File: config.mk
export PLATFORM = sky130hd
export DESIGN_NAME = scan_filter
export DESIGN_NICKNAME = d
export VERILOG_FILES = /design/src/rtl/scan_pkg.sv /design/src/rtl/scan_window.sv /design/src/rtl/scan_merge.sv /design/src/rtl/scan_cand_reg.sv /design/src/rtl/scan_filter.sv
export SDC_FILE = /design/constraint.sdc
export NUM_CORES = 1
export LEC_CHECK = 0
export BUFFER_PORTS_ARGS = -buffer_cell sky130_fd_sc_hd__buf_2
export CAP_MARGIN = 20
export CELL_PAD_IN_SITES_DETAIL_PLACEMENT = 1
export CELL_PAD_IN_SITES_GLOBAL_PLACEMENT = 1
export CORE_MARGIN = 2
export CORE_UTILIZATION = 43
export CTS_BUF_LIST = sky130_fd_sc_hd__clkbuf_4
export CTS_CLUSTER_DIAMETER = 200
export CTS_CLUSTER_SIZE = 24
export DETAILED_ROUTE_END_ITERATION = 6
export GPL_ROUTABILITY_DRIVEN = 0
export PLACE_DENSITY_LB_ADDON = 0.1
export SETUP_SLACK_MARGIN = 0.05
export SLEW_MARGIN = 20
export SYNTH_ARGS = -nofsm -noshare
export SYNTH_HDL_FRONTEND = slang
export SYNTH_SLANG_ARGS = --single-unit
File: constraint.sdc
create_clock -name clk -period 6.65 [get_ports clk]
set_clock_uncertainty 0.1 [all_clocks]
set_input_delay 1.6625 -clock clk [delete_from_list [all_inputs] [get_ports clk]]
set_output_delay 1.6625 -clock clk [all_outputs]
set_load 0.05 [all_outputs]
File: src/rtl/scan_pkg.sv
package scan_pkg;

    localparam int SCAN_BYTE_W    = 8;
    localparam int SCAN_WIN_BYTES = 4;
    localparam int SCAN_BANKS     = 4;
    localparam int SCAN_SHIFT_W   = 2;
    localparam int SCAN_ENTRY_W   = 9;
    localparam int SCAN_OFF_W     = 32;

    typedef enum logic [1:0] {
        ACT_WAIT = 2'd0,
        ACT_SKIP = 2'd1,
        ACT_PASS = 2'd2,
        ACT_EMIT = 2'd3
    } scan_act_e;

    function automatic scan_act_e pick_act(logic full, logic skip_hit, logic sig_hit);
        if (!full)
            return ACT_WAIT;
        else if (skip_hit)
            return ACT_SKIP;
        else if (sig_hit)
            return ACT_EMIT;
        else
            return ACT_PASS;
    endfunction

endpackage

File: src/rtl/scan_window.sv
module scan_window #(
    parameter int WIN_BYTES = 4,
    parameter int OFF_W     = 32,
    localparam int BW       = 8,
    localparam int CNT_W    = $clog2(WIN_BYTES + 1)
) (
    input  logic                    clk,
    input  logic                    rst,
    input  logic                    push,
    input  logic [BW-1:0]           push_byte,
    input  logic                    adv,
    input  logic [CNT_W-1:0]        adv_cnt,
    output logic [WIN_BYTES*BW-1:0] key,
    output logic                    full,
    output logic [OFF_W-1:0]        offset
);
    logic [BW-1:0]    win_q [WIN_BYTES];
    logic [BW-1:0]    win_d [WIN_BYTES];
    logic [CNT_W-1:0] cnt_q, cnt_d, base;
    logic [OFF_W-1:0] off_q;

    always_comb begin
        base  = adv ? adv_cnt : '0;
        cnt_d = cnt_q - base;
        for (int i = 0; i < WIN_BYTES; i++) begin
            int j;
            j = i + int'(base);
            win_d[i] = (j < WIN_BYTES) ? win_q[j] : '0;
        end
        if (push) begin
            win_d[cnt_d] = push_byte;
            cnt_d        = cnt_d + CNT_W'(1);
        end
    end

    always_ff @(posedge clk) begin
        if (rst) begin
            cnt_q <= '0;
            off_q <= '0;
            for (int i = 0; i < WIN_BYTES; i++) win_q[i] <= '0;
        end else begin
            cnt_q <= cnt_d;
            off_q <= off_q + OFF_W'(base);
            for (int i = 0; i < WIN_BYTES; i++) win_q[i] <= win_d[i];
        end
    end

    generate
        for (genvar g = 0; g < WIN_BYTES; g++) begin : g_key
            assign key[g*BW +: BW] = win_q[g];
        end
    endgenerate

    assign full   = (cnt_q == CNT_W'(WIN_BYTES));
    assign offset = off_q;
endmodule

File: src/rtl/scan_merge.sv
module scan_merge #(
    parameter int BANKS   = 4,
    parameter int SHIFT_W = 2,
    parameter int ENTRY_W = 9,
    localparam int BANK_W = $clog2(BANKS)
) (
    input  logic [BANKS-1:0]         no_hit,
    input  logic [BANKS*SHIFT_W-1:0] no_shift,
    input  logic [BANKS-1:0]         yes_hit,
    input  logic [BANKS*ENTRY_W-1:0] yes_idx,
    output logic                     no_any,
    output logic [SHIFT_W-1:0]       sel_shift,
    output logic                     yes_any,
    output logic [BANK_W+ENTRY_W-1:0] sel_idx
);
    logic [SHIFT_W-1:0] shift_b [BANKS];
    logic [ENTRY_W-1:0] entry_b [BANKS];

    generate
        for (genvar g = 0; g < BANKS; g++) begin : g_split
            assign shift_b[g] = no_shift[g*SHIFT_W +: SHIFT_W];
            assign entry_b[g] = yes_idx[g*ENTRY_W +: ENTRY_W];
        end
    endgenerate

    // Walk from the highest bank down so the lowest hitting bank wins.
    always_comb begin
        no_any    = 1'b0;
        sel_shift = '0;
        yes_any   = 1'b0;
        sel_idx   = '0;
        for (int b = BANKS - 1; b >= 0; b--) begin
            if (no_hit[b]) begin
                no_any    = 1'b1;
                sel_shift = shift_b[b];
            end
            if (yes_hit[b]) begin
                yes_any = 1'b1;
                sel_idx = {BANK_W'(b), entry_b[b]};
            end
        end
    end
endmodule

File: src/rtl/scan_cand_reg.sv
module scan_cand_reg #(
    parameter int DATA_W = 43
) (
    input  logic              clk,
    input  logic              rst,
    input  logic              load,
    input  logic [DATA_W-1:0] load_data,
    output logic              can_load,
    output logic              out_valid,
    input  logic              out_ready,
    output logic [DATA_W-1:0] out_data
);
    assign can_load = !out_valid || out_ready;

    always_ff @(posedge clk) begin
        if (rst) begin
            out_valid <= 1'b0;
            out_data  <= '0;
        end else if (load) begin
            out_valid <= 1'b1;
            out_data  <= load_data;
        end else if (out_ready) begin
            out_valid <= 1'b0;
        end
    end
endmodule

File: src/rtl/scan_filter.sv
module scan_filter
    import scan_pkg::*;
#(
    parameter int WIN_BYTES = SCAN_WIN_BYTES,
    parameter int BANKS     = SCAN_BANKS,
    parameter int SHIFT_W   = SCAN_SHIFT_W,
    parameter int ENTRY_W   = SCAN_ENTRY_W,
    parameter int OFF_W     = SCAN_OFF_W
) (
    input  logic                                 clk,
    input  logic                                 rst,
    input  logic                                 in_valid,
    output logic                                 in_ready,
    input  logic [SCAN_BYTE_W-1:0]               in_byte,
    output logic                                 lk_valid,
    output logic [WIN_BYTES*SCAN_BYTE_W-1:0]     lk_key,
    input  logic [BANKS-1:0]                     no_hit,
    input  logic [BANKS*SHIFT_W-1:0]             no_shift,
    input  logic [BANKS-1:0]                     yes_hit,
    input  logic [BANKS*ENTRY_W-1:0]             yes_idx,
    output logic                                 cand_valid,
    input  logic                                 cand_ready,
    output logic [OFF_W-1:0]                     cand_off,
    output logic [$clog2(BANKS)+ENTRY_W-1:0]     cand_idx
);
    localparam int BANK_W = $clog2(BANKS);
    localparam int IDX_W  = BANK_W + ENTRY_W;
    localparam int CNT_W  = $clog2(WIN_BYTES + 1);

    typedef struct packed {
        logic [OFF_W-1:0] off;
        logic [IDX_W-1:0] idx;
    } cand_t;

    logic               win_full, push, adv, stall, cand_load, can_load;
    logic [CNT_W-1:0]   adv_cnt;
    logic [OFF_W-1:0]   win_off;
    logic               no_any, yes_any, skip_hit;
    logic [SHIFT_W-1:0] sel_shift;
    logic [IDX_W-1:0]   sel_idx;
    scan_act_e          act;
    cand_t              cand_in, cand_out;

    scan_merge #(.BANKS(BANKS), .SHIFT_W(SHIFT_W), .ENTRY_W(ENTRY_W)) u_merge (
        .no_hit(no_hit), .no_shift(no_shift), .yes_hit(yes_hit), .yes_idx(yes_idx),
        .no_any(no_any), .sel_shift(sel_shift), .yes_any(yes_any), .sel_idx(sel_idx)
    );

    // A zero count means "look at the signature now", not "stay put".
    assign skip_hit  = no_any && (sel_shift != '0);
    assign act       = pick_act(win_full, skip_hit, yes_any);
    assign stall     = (act == ACT_EMIT) && !can_load;
    assign adv       = win_full && !stall;
    assign adv_cnt   = (act == ACT_SKIP) ? CNT_W'(sel_shift) : CNT_W'(1);
    assign in_ready  = !win_full || adv;
    assign push      = in_valid && in_ready;
    assign cand_load = (act == ACT_EMIT) && can_load;
    assign cand_in   = '{off: win_off, idx: sel_idx};

    scan_window #(.WIN_BYTES(WIN_BYTES), .OFF_W(OFF_W)) u_window (
        .clk(clk), .rst(rst), .push(push), .push_byte(in_byte),
        .adv(adv), .adv_cnt(adv_cnt), .key(lk_key), .full(win_full), .offset(win_off)
    );

    scan_cand_reg #(.DATA_W($bits(cand_t))) u_cand (
        .clk(clk), .rst(rst), .load(cand_load), .load_data(cand_in),
        .can_load(can_load), .out_valid(cand_valid), .out_ready(cand_ready),
        .out_data(cand_out)
    );

    assign lk_valid = win_full;
    assign cand_off = cand_out.off;
    assign cand_idx = cand_out.idx;
endmodule

# --- Yosys cells after proc, flatten, opt, wreduce, memory -nomap -nowiden ---
# Memories as Yosys holds them, arrays and structs flattened.
# Index checks and enable logic that the tools add are counted.
totals:
  regBits: 79
  latch_bits: 0
  mem_bits_rw: 32
  mem_bits_ro: 0
  input_bits: 64
  out_inout_bits: 78
  elab_cells: 78
  mem_count: 1
classes:
  add_sub_neg: 6
  n_mul: 0
  div: 0
  order_cmp: 6
  n_eq_ne: 3
  shift: 0
  n_mux: 39
  bitwise: 5
  n_reduce_logical: 14
memory_table:
  columns: ["name", "words", "word_bits", "rd", "rd_ports_with_merged_regs", "wr", "line", "source"]
  rows:
  - ["u_window.win_q", 4, 8, 8, 0, 4, "scan_window.sv:17", "logic [BW-1:0] win_q [WIN_BYTES];"]
op_table:
  columns: ["cell", "count"]
  rows:
  - ["32-bit by 4-bit < comparator with 1-bit output, second input constant", 3]
  - ["8-bit 2-to-1 mux", 9]
  - ["11-bit 2-to-1 mux", 4]
  - ["32-bit by 3-bit adder with 32-bit output", 1]
  - ["32-bit bitwise mux", 1]
  - ["32-bit 2-to-1 mux", 1]
  - ["8-bit demux with 2-bit select", 1]
  - ["2-bit 2-to-1 mux", 8]
  - ["1-bit 2-to-1 mux", 14]
  - ["2-bit by 3-bit adder with 4-bit output, first input constant", 2]
  - ["1-bit logical AND", 6]
  - ["1-bit by 3-bit adder with 4-bit output, first input constant", 1]
  - ["4-bit by 3-bit >= comparator with 1-bit output, second input constant", 1]
  - ["1-bit zero test", 4]
  - ["4-bit by 1-bit < comparator with 1-bit output, second input constant", 1]
  - ["3-bit NOT with 4-bit output", 1]
  - ["1-bit OR", 4]
  - ["2-bit nonzero test", 2]
  - ["3-bit by 1-bit adder with 3-bit output, second input constant", 1]
  - ["3-bit == test, second input constant", 1]
  - ["3-bit < comparator, second input constant", 1]
  - ["3-bit 2-to-1 mux", 1]
  - ["3-bit subtractor", 1]
  - ["2-bit by 1-bit == test with 1-bit output, second input constant", 1]
  - ["other kinds (2)", 3]

# --- Logic depth before layout (Yosys ltp) ---
logic_depth:
  ltp_word: 22
  mapped_depth: 17
  mapped_depth_nobuf: 13

# --- Hierarchy ---
# From an unflattened synthesis, not the netlist that was laid out.
unflattened:
  hier_cells: 643
  hier_area_um2: 6034.5
modules_own_cells:
  columns: ["mod", "n_inst", "cells_per_inst", "area_per_inst_um2", "seq_area_each_um2"]
  rows:
  - ["scan_window", 1, 440, 4066.4, 1341.3]
  - ["scan_cand_reg", 1, 143, 1600.3, 880.8]
  - ["scan_merge", 1, 51, 309.0, 0.0]
  - ["scan_filter", 1, 9, 58.8, 0.0]

# --- Least setup slack after synthesis ---
# OpenSTA, ideal clock, no wires.
synth_timing:
  kind: "input port to flip-flop"
  start: "input port no_hit[0]"
  end: "memory u_window.win_q[3][7]"
  setup_ns: 0.117
  arrival_time_ns: 4.628
  required_time_ns: 6.433
  slack_ns: 1.805
  path_stages: 16
  path_buffers: 3
  path_cell_list: "buf_2 -> nor2b_1 -> a211oi_2 -> a22oi_1 -> inv_2 -> buf_2 -> ha_1 -> inv_1 -> fa_1 -> ha_1 -> ha_1 -> nand2_1 -> nor2_1 -> buf_2 -> nor2_1 -> a32o_1"
synth_lines:
  columns: ["element", "line", "source"]
  rows:
  - ["start, declared", "scan_filter.sv:17", "input logic [BANKS-1:0] no_hit,"]
  - ["end, declared", "scan_window.sv:17", null]

# --- Worst setup path in the final report ---
layout_timing:
  start: "input port no_hit[2]"
  end: "output port in_ready"
layout_between:
  elab_chain_len: 12
  word_cells_on_any_way: 15
  cone_classes: "1 x eq/ne; 8 x mux; 6 x reduce/logical"
layout_lines:
  columns: ["element", "line", "source"]
  rows:
  - ["2-bit 2-to-1 mux (3 in series)", "scan_merge.sv:33", "if (no_hit[b]) begin"]
  - ["2-bit nonzero test", "scan_filter.sv:50", "assign skip_hit = no_any && (sel_shift != '0);"]
  - ["1-bit logical AND *", "scan_filter.sv:50", null]
  - ["2-bit 2-to-1 mux *", "scan_pkg.sv:20", "else if (skip_hit)"]
  - ["2-bit 2-to-1 mux *", "scan_pkg.sv:18", "if (!full)"]
  - ["2-bit == test *", "scan_filter.sv:52", "assign stall = (act == ACT_EMIT) && !can_load;"]
  - ["1-bit logical AND *", "scan_filter.sv:52", null]
  - ["1-bit zero test *", "scan_filter.sv:53", "assign adv = win_full && !stall;"]
  - ["1-bit logical AND *", "scan_filter.sv:53", null]
  - ["1-bit logical OR *", "scan_filter.sv:55", "assign in_ready = !win_full || adv;"]
  - ["end, declared", "scan_filter.sv:13", "output logic in_ready,"]
# Mark *: on every way between the ends. The rest lies on a longest branch, timed or not.

==> qor.yml <==
min_path:
  whs_endpoint: "u_cand.out_data[32]"
  hold_path.startpoint: "u_cand.out_data[32]"
  hold_depth: 2
  min_path_type: "flip-flop to flip-flop"
route:
  via_count: 5488
  dr.pass1.iters: 5
  first_iter_violations: 297
  vias_per_cell: 5.664
  drc: 0
  drt-total-wl_um: 16800
  drtAntennaViolNets: 0
  wl_per_cell_um: 17.34
floorplanning:
  io_pins: 142
  std_cell_rows: 41
  initial_core_util_pct: 43.54
  die_width_um: 116.6
  fp.dieH_um: 116.6
  dieArea_mm2: 0.01359
  core-area_mm2: 0.01252
logic_synthesis:
  yosys.area_share.adder_pct: 2.204
  yosysWarningCount: 0
  yosysSeqAreaShare_pct: 40.77
  yosysUniqueCellTypes: 54
  synth.largest_area_cell: "dfxtp_1"
  synth-xor-area-share_pct: 2.571
  synthSimpleGateAreaFrac_pct: 25.30
  synth_top_family_by_area: "simple AND/OR/NAND/NOR gates"
  synth_edf_count: 0
  synth_compound_area_share_pct: 20.16
  avgSynthCellArea_um2: 8.086
  syn_inst: 674
  syn-num-nets: 747
  synth_top_area_share_pct: 40.77
  ys_top_cells_by_count: "nand2_1, dfxtp_1, a21oi_1"
  syn_area_mm2: 0.005450
  synth.ff_latch_count: 111
  async_flop_share_pct: 0
  synth_area_leaders: "dfxtp_1, nand2_1, a21oi_1, mux2i_1, nor3_1"
  synthFlopType: "dfxtp_1"
  yosysMostFrequentCell: "nand2_1"
  muxShareOfSynthArea_pct: 4.431
finish:
  utilization_pct: 51.29
  drive_gt1_share_pct: 22.08
  fin_nets: 866
  antenna_cells: 0
  syn2layout_area_growth_pct: 17.79
  n_fill_cell: 1628
global_route:
  grt_max_degree: 52
  antenna_found_initial: 0
  grt_pass1_vias: 5516
  grt_pass1_wl_um: 27210
  grt_overflow: 0
  grt.total_usage_pct: 25.26
critical_path:
  critical_path_class: "input pin to primary output"
  rr_startpoint: "u_window.cnt_q[1]"
  cp-start-kind: "input pin"
  required_ns: 4.89
  rr_endpoint: "u_window.win_q[1][3]"
  cp_max_fo: 5
  ff2ff_setup_slack_ns: 2.78
  worst-r2r-cell-count: 12
  cp_data_arrival_time_ns: 3.19
  end_kind: "primary output"
clock_network:
  cts_hold_buf: 0
  clock_tree.root_cell: "clkbuf_4"
  clk_pin_slew_ns: 0.15
  cts-resized-gates: 0
  post_cts_buffers: 0
  cts_max_path_buffers: 2
  cts_sinks: 111
  tritoncts: "yes"
  htreeDepth: 3
  cts_made_buffers: 9
  clk_latency_ns: 0.49
pwr:
  leakage_nw: 2.354
  totalPowerFinal_mw: 1.803
  powerDensity_mw_per_mm2: 280.8
  ir_worst_vdd_uv: 129.2
timing:
  finalSetupViolCount: 0
  worst_pin_slew_ns: 0.9430
  slew_viol_final: 0
  max-slew-margin-rel_pct: 36.65
  hold_viol: 0
  final.setup.tns_ns: 0
  grt_setup_unrepaired: "no"
  finalCritPeriodShare_pct: 74.55
  finalCriticalPeriod_ns: 4.957
  fmax_mhz: 201.7
flow_run:
  drv_cap: 0
placed_design:
  dp_hpwl_um: 11930
  port_buffers: 141
outcome:
  status: "finished, final reports clean"
cell type report:
cell class | instances | area, um2 | area share [%]
sequential | 111 | 2222 | 34.61
timing repair buffer | 151 | 780.7 | 12.16
tap | 172 | 215.2 | 3.352
inverter | 19 | 71.32 | 1.111
clock inverter | 3 | 45.04 | 0.7016
clock buffer | 12 | 90.09 | 1.403
multi-input combinational | 501 | 2995 | 46.66
flip-flops by register name, summed over array words and instances (netlist names):
signal and cells:
u_window.offset 32, u_window.win_q 32, u_window.cnt_q 3, u_cand.out_data 43, u_cand.out_valid 1
critical path, stage by stage:
cell      delay, ns
buf_2          0.12
nand3b_1       0.19
a221oi_1       0.66
nor3_1         0.22
inv_1          0.09
buf_2          0.25
layer usage:
| metal | track usage, % | vias to the layer above | share of wire (%) |
|---|---|---|---|
| met4 | 7.765 | 0 | 1.7 |
| met5 | 0 | - | 0 |
| met3 | 6.850 | 26 | 6.4 |
| met1 | 32.42 | 2651 | 46 |
| met2 | 41.67 | 156 | 46 |
| li1 | - | 2655 | - |
worst max path at each step:
| stage | depth (start not counted) | end | slack [ns] | startpoint |
|---|---|---|---|---|
| floorplan | 16 | u_window.win_q[3][7] | 1.80 | no_hit[0] |
| global placement | 14 | u_window.win_q[1][1] | 1.37 | yes_hit[0] |
| detailed placement | 14 | u_window.win_q[1][3] | 1.25 | yes_hit[0] |
| CTS | 6 | in_ready | 1.67 | no_hit[2] |
| global route | 14 | u_window.win_q[0][4] | 1.46 | yes_hit[0] |
| finish | 6 | in_ready | 1.69 | no_hit[2] |
layout by cell type, fill, tap and decap left out, drive strengths merged, types with 3 or more instances in the layout:
master     n
nand2    132
a32o       9
a21oi     61
nand3     13
ha         8
nor4       4
nor3b      4
o21ai     25
xnor2     15
a211oi    12
nor2      39
o221ai     7
nand3b    10
a2bb2oi    8
and3       3
dfxtp    111
nand2b     3
nor2b     13
nor4b      4
o31ai     10
inv       19
o211ai     4
a211o      8
or4        9
buf      151
mux2i     23
nor3      32
nand4      6
a221oi    10
clkbuf    12
or3        9
logic make-up (layout without fill, tap and decap cells):
kind of cell / after synthesis / in the layout
flip-flops: 111 / 111
adder cells (fa/ha/maj): 9 / 9
multiplexers: 24 / 24
AND/OR/NAND/NOR: 288 / 288
AO/OA/AOI/OAI: 164 / 164
XOR/XNOR: 16 / 16
buffers and inverters: 62 / 185
report_power, final:
part	switching [mW]	leakage, nW	total [mW]	internal [mW]
clock	0.225	0.0696	0.351	0.126
combinational	0.450	1.39	0.664	0.213
sequential	0.0633	0.897	0.788	0.725
total	0.739	2.35	1.80	1.06
metrics by stage:
stage | cell area (um2) | hold WS (ns) | instances | setup slack, ns
after global placement | 6269 | 0.3398 | 954 | 1.366
after floorplan | 5450 | 0.3402 | 674 | 1.805
final | 6420 | 0.3613 | 969 | 1.693
after CTS | 6420 | 0.3663 | 969 | 1.669
after global routing | 6420 | 0.3871 | 969 | 1.461
after detailed placement | 6285 | 0.3465 | 954 | 1.252
(Power assumes the default switching activity.)
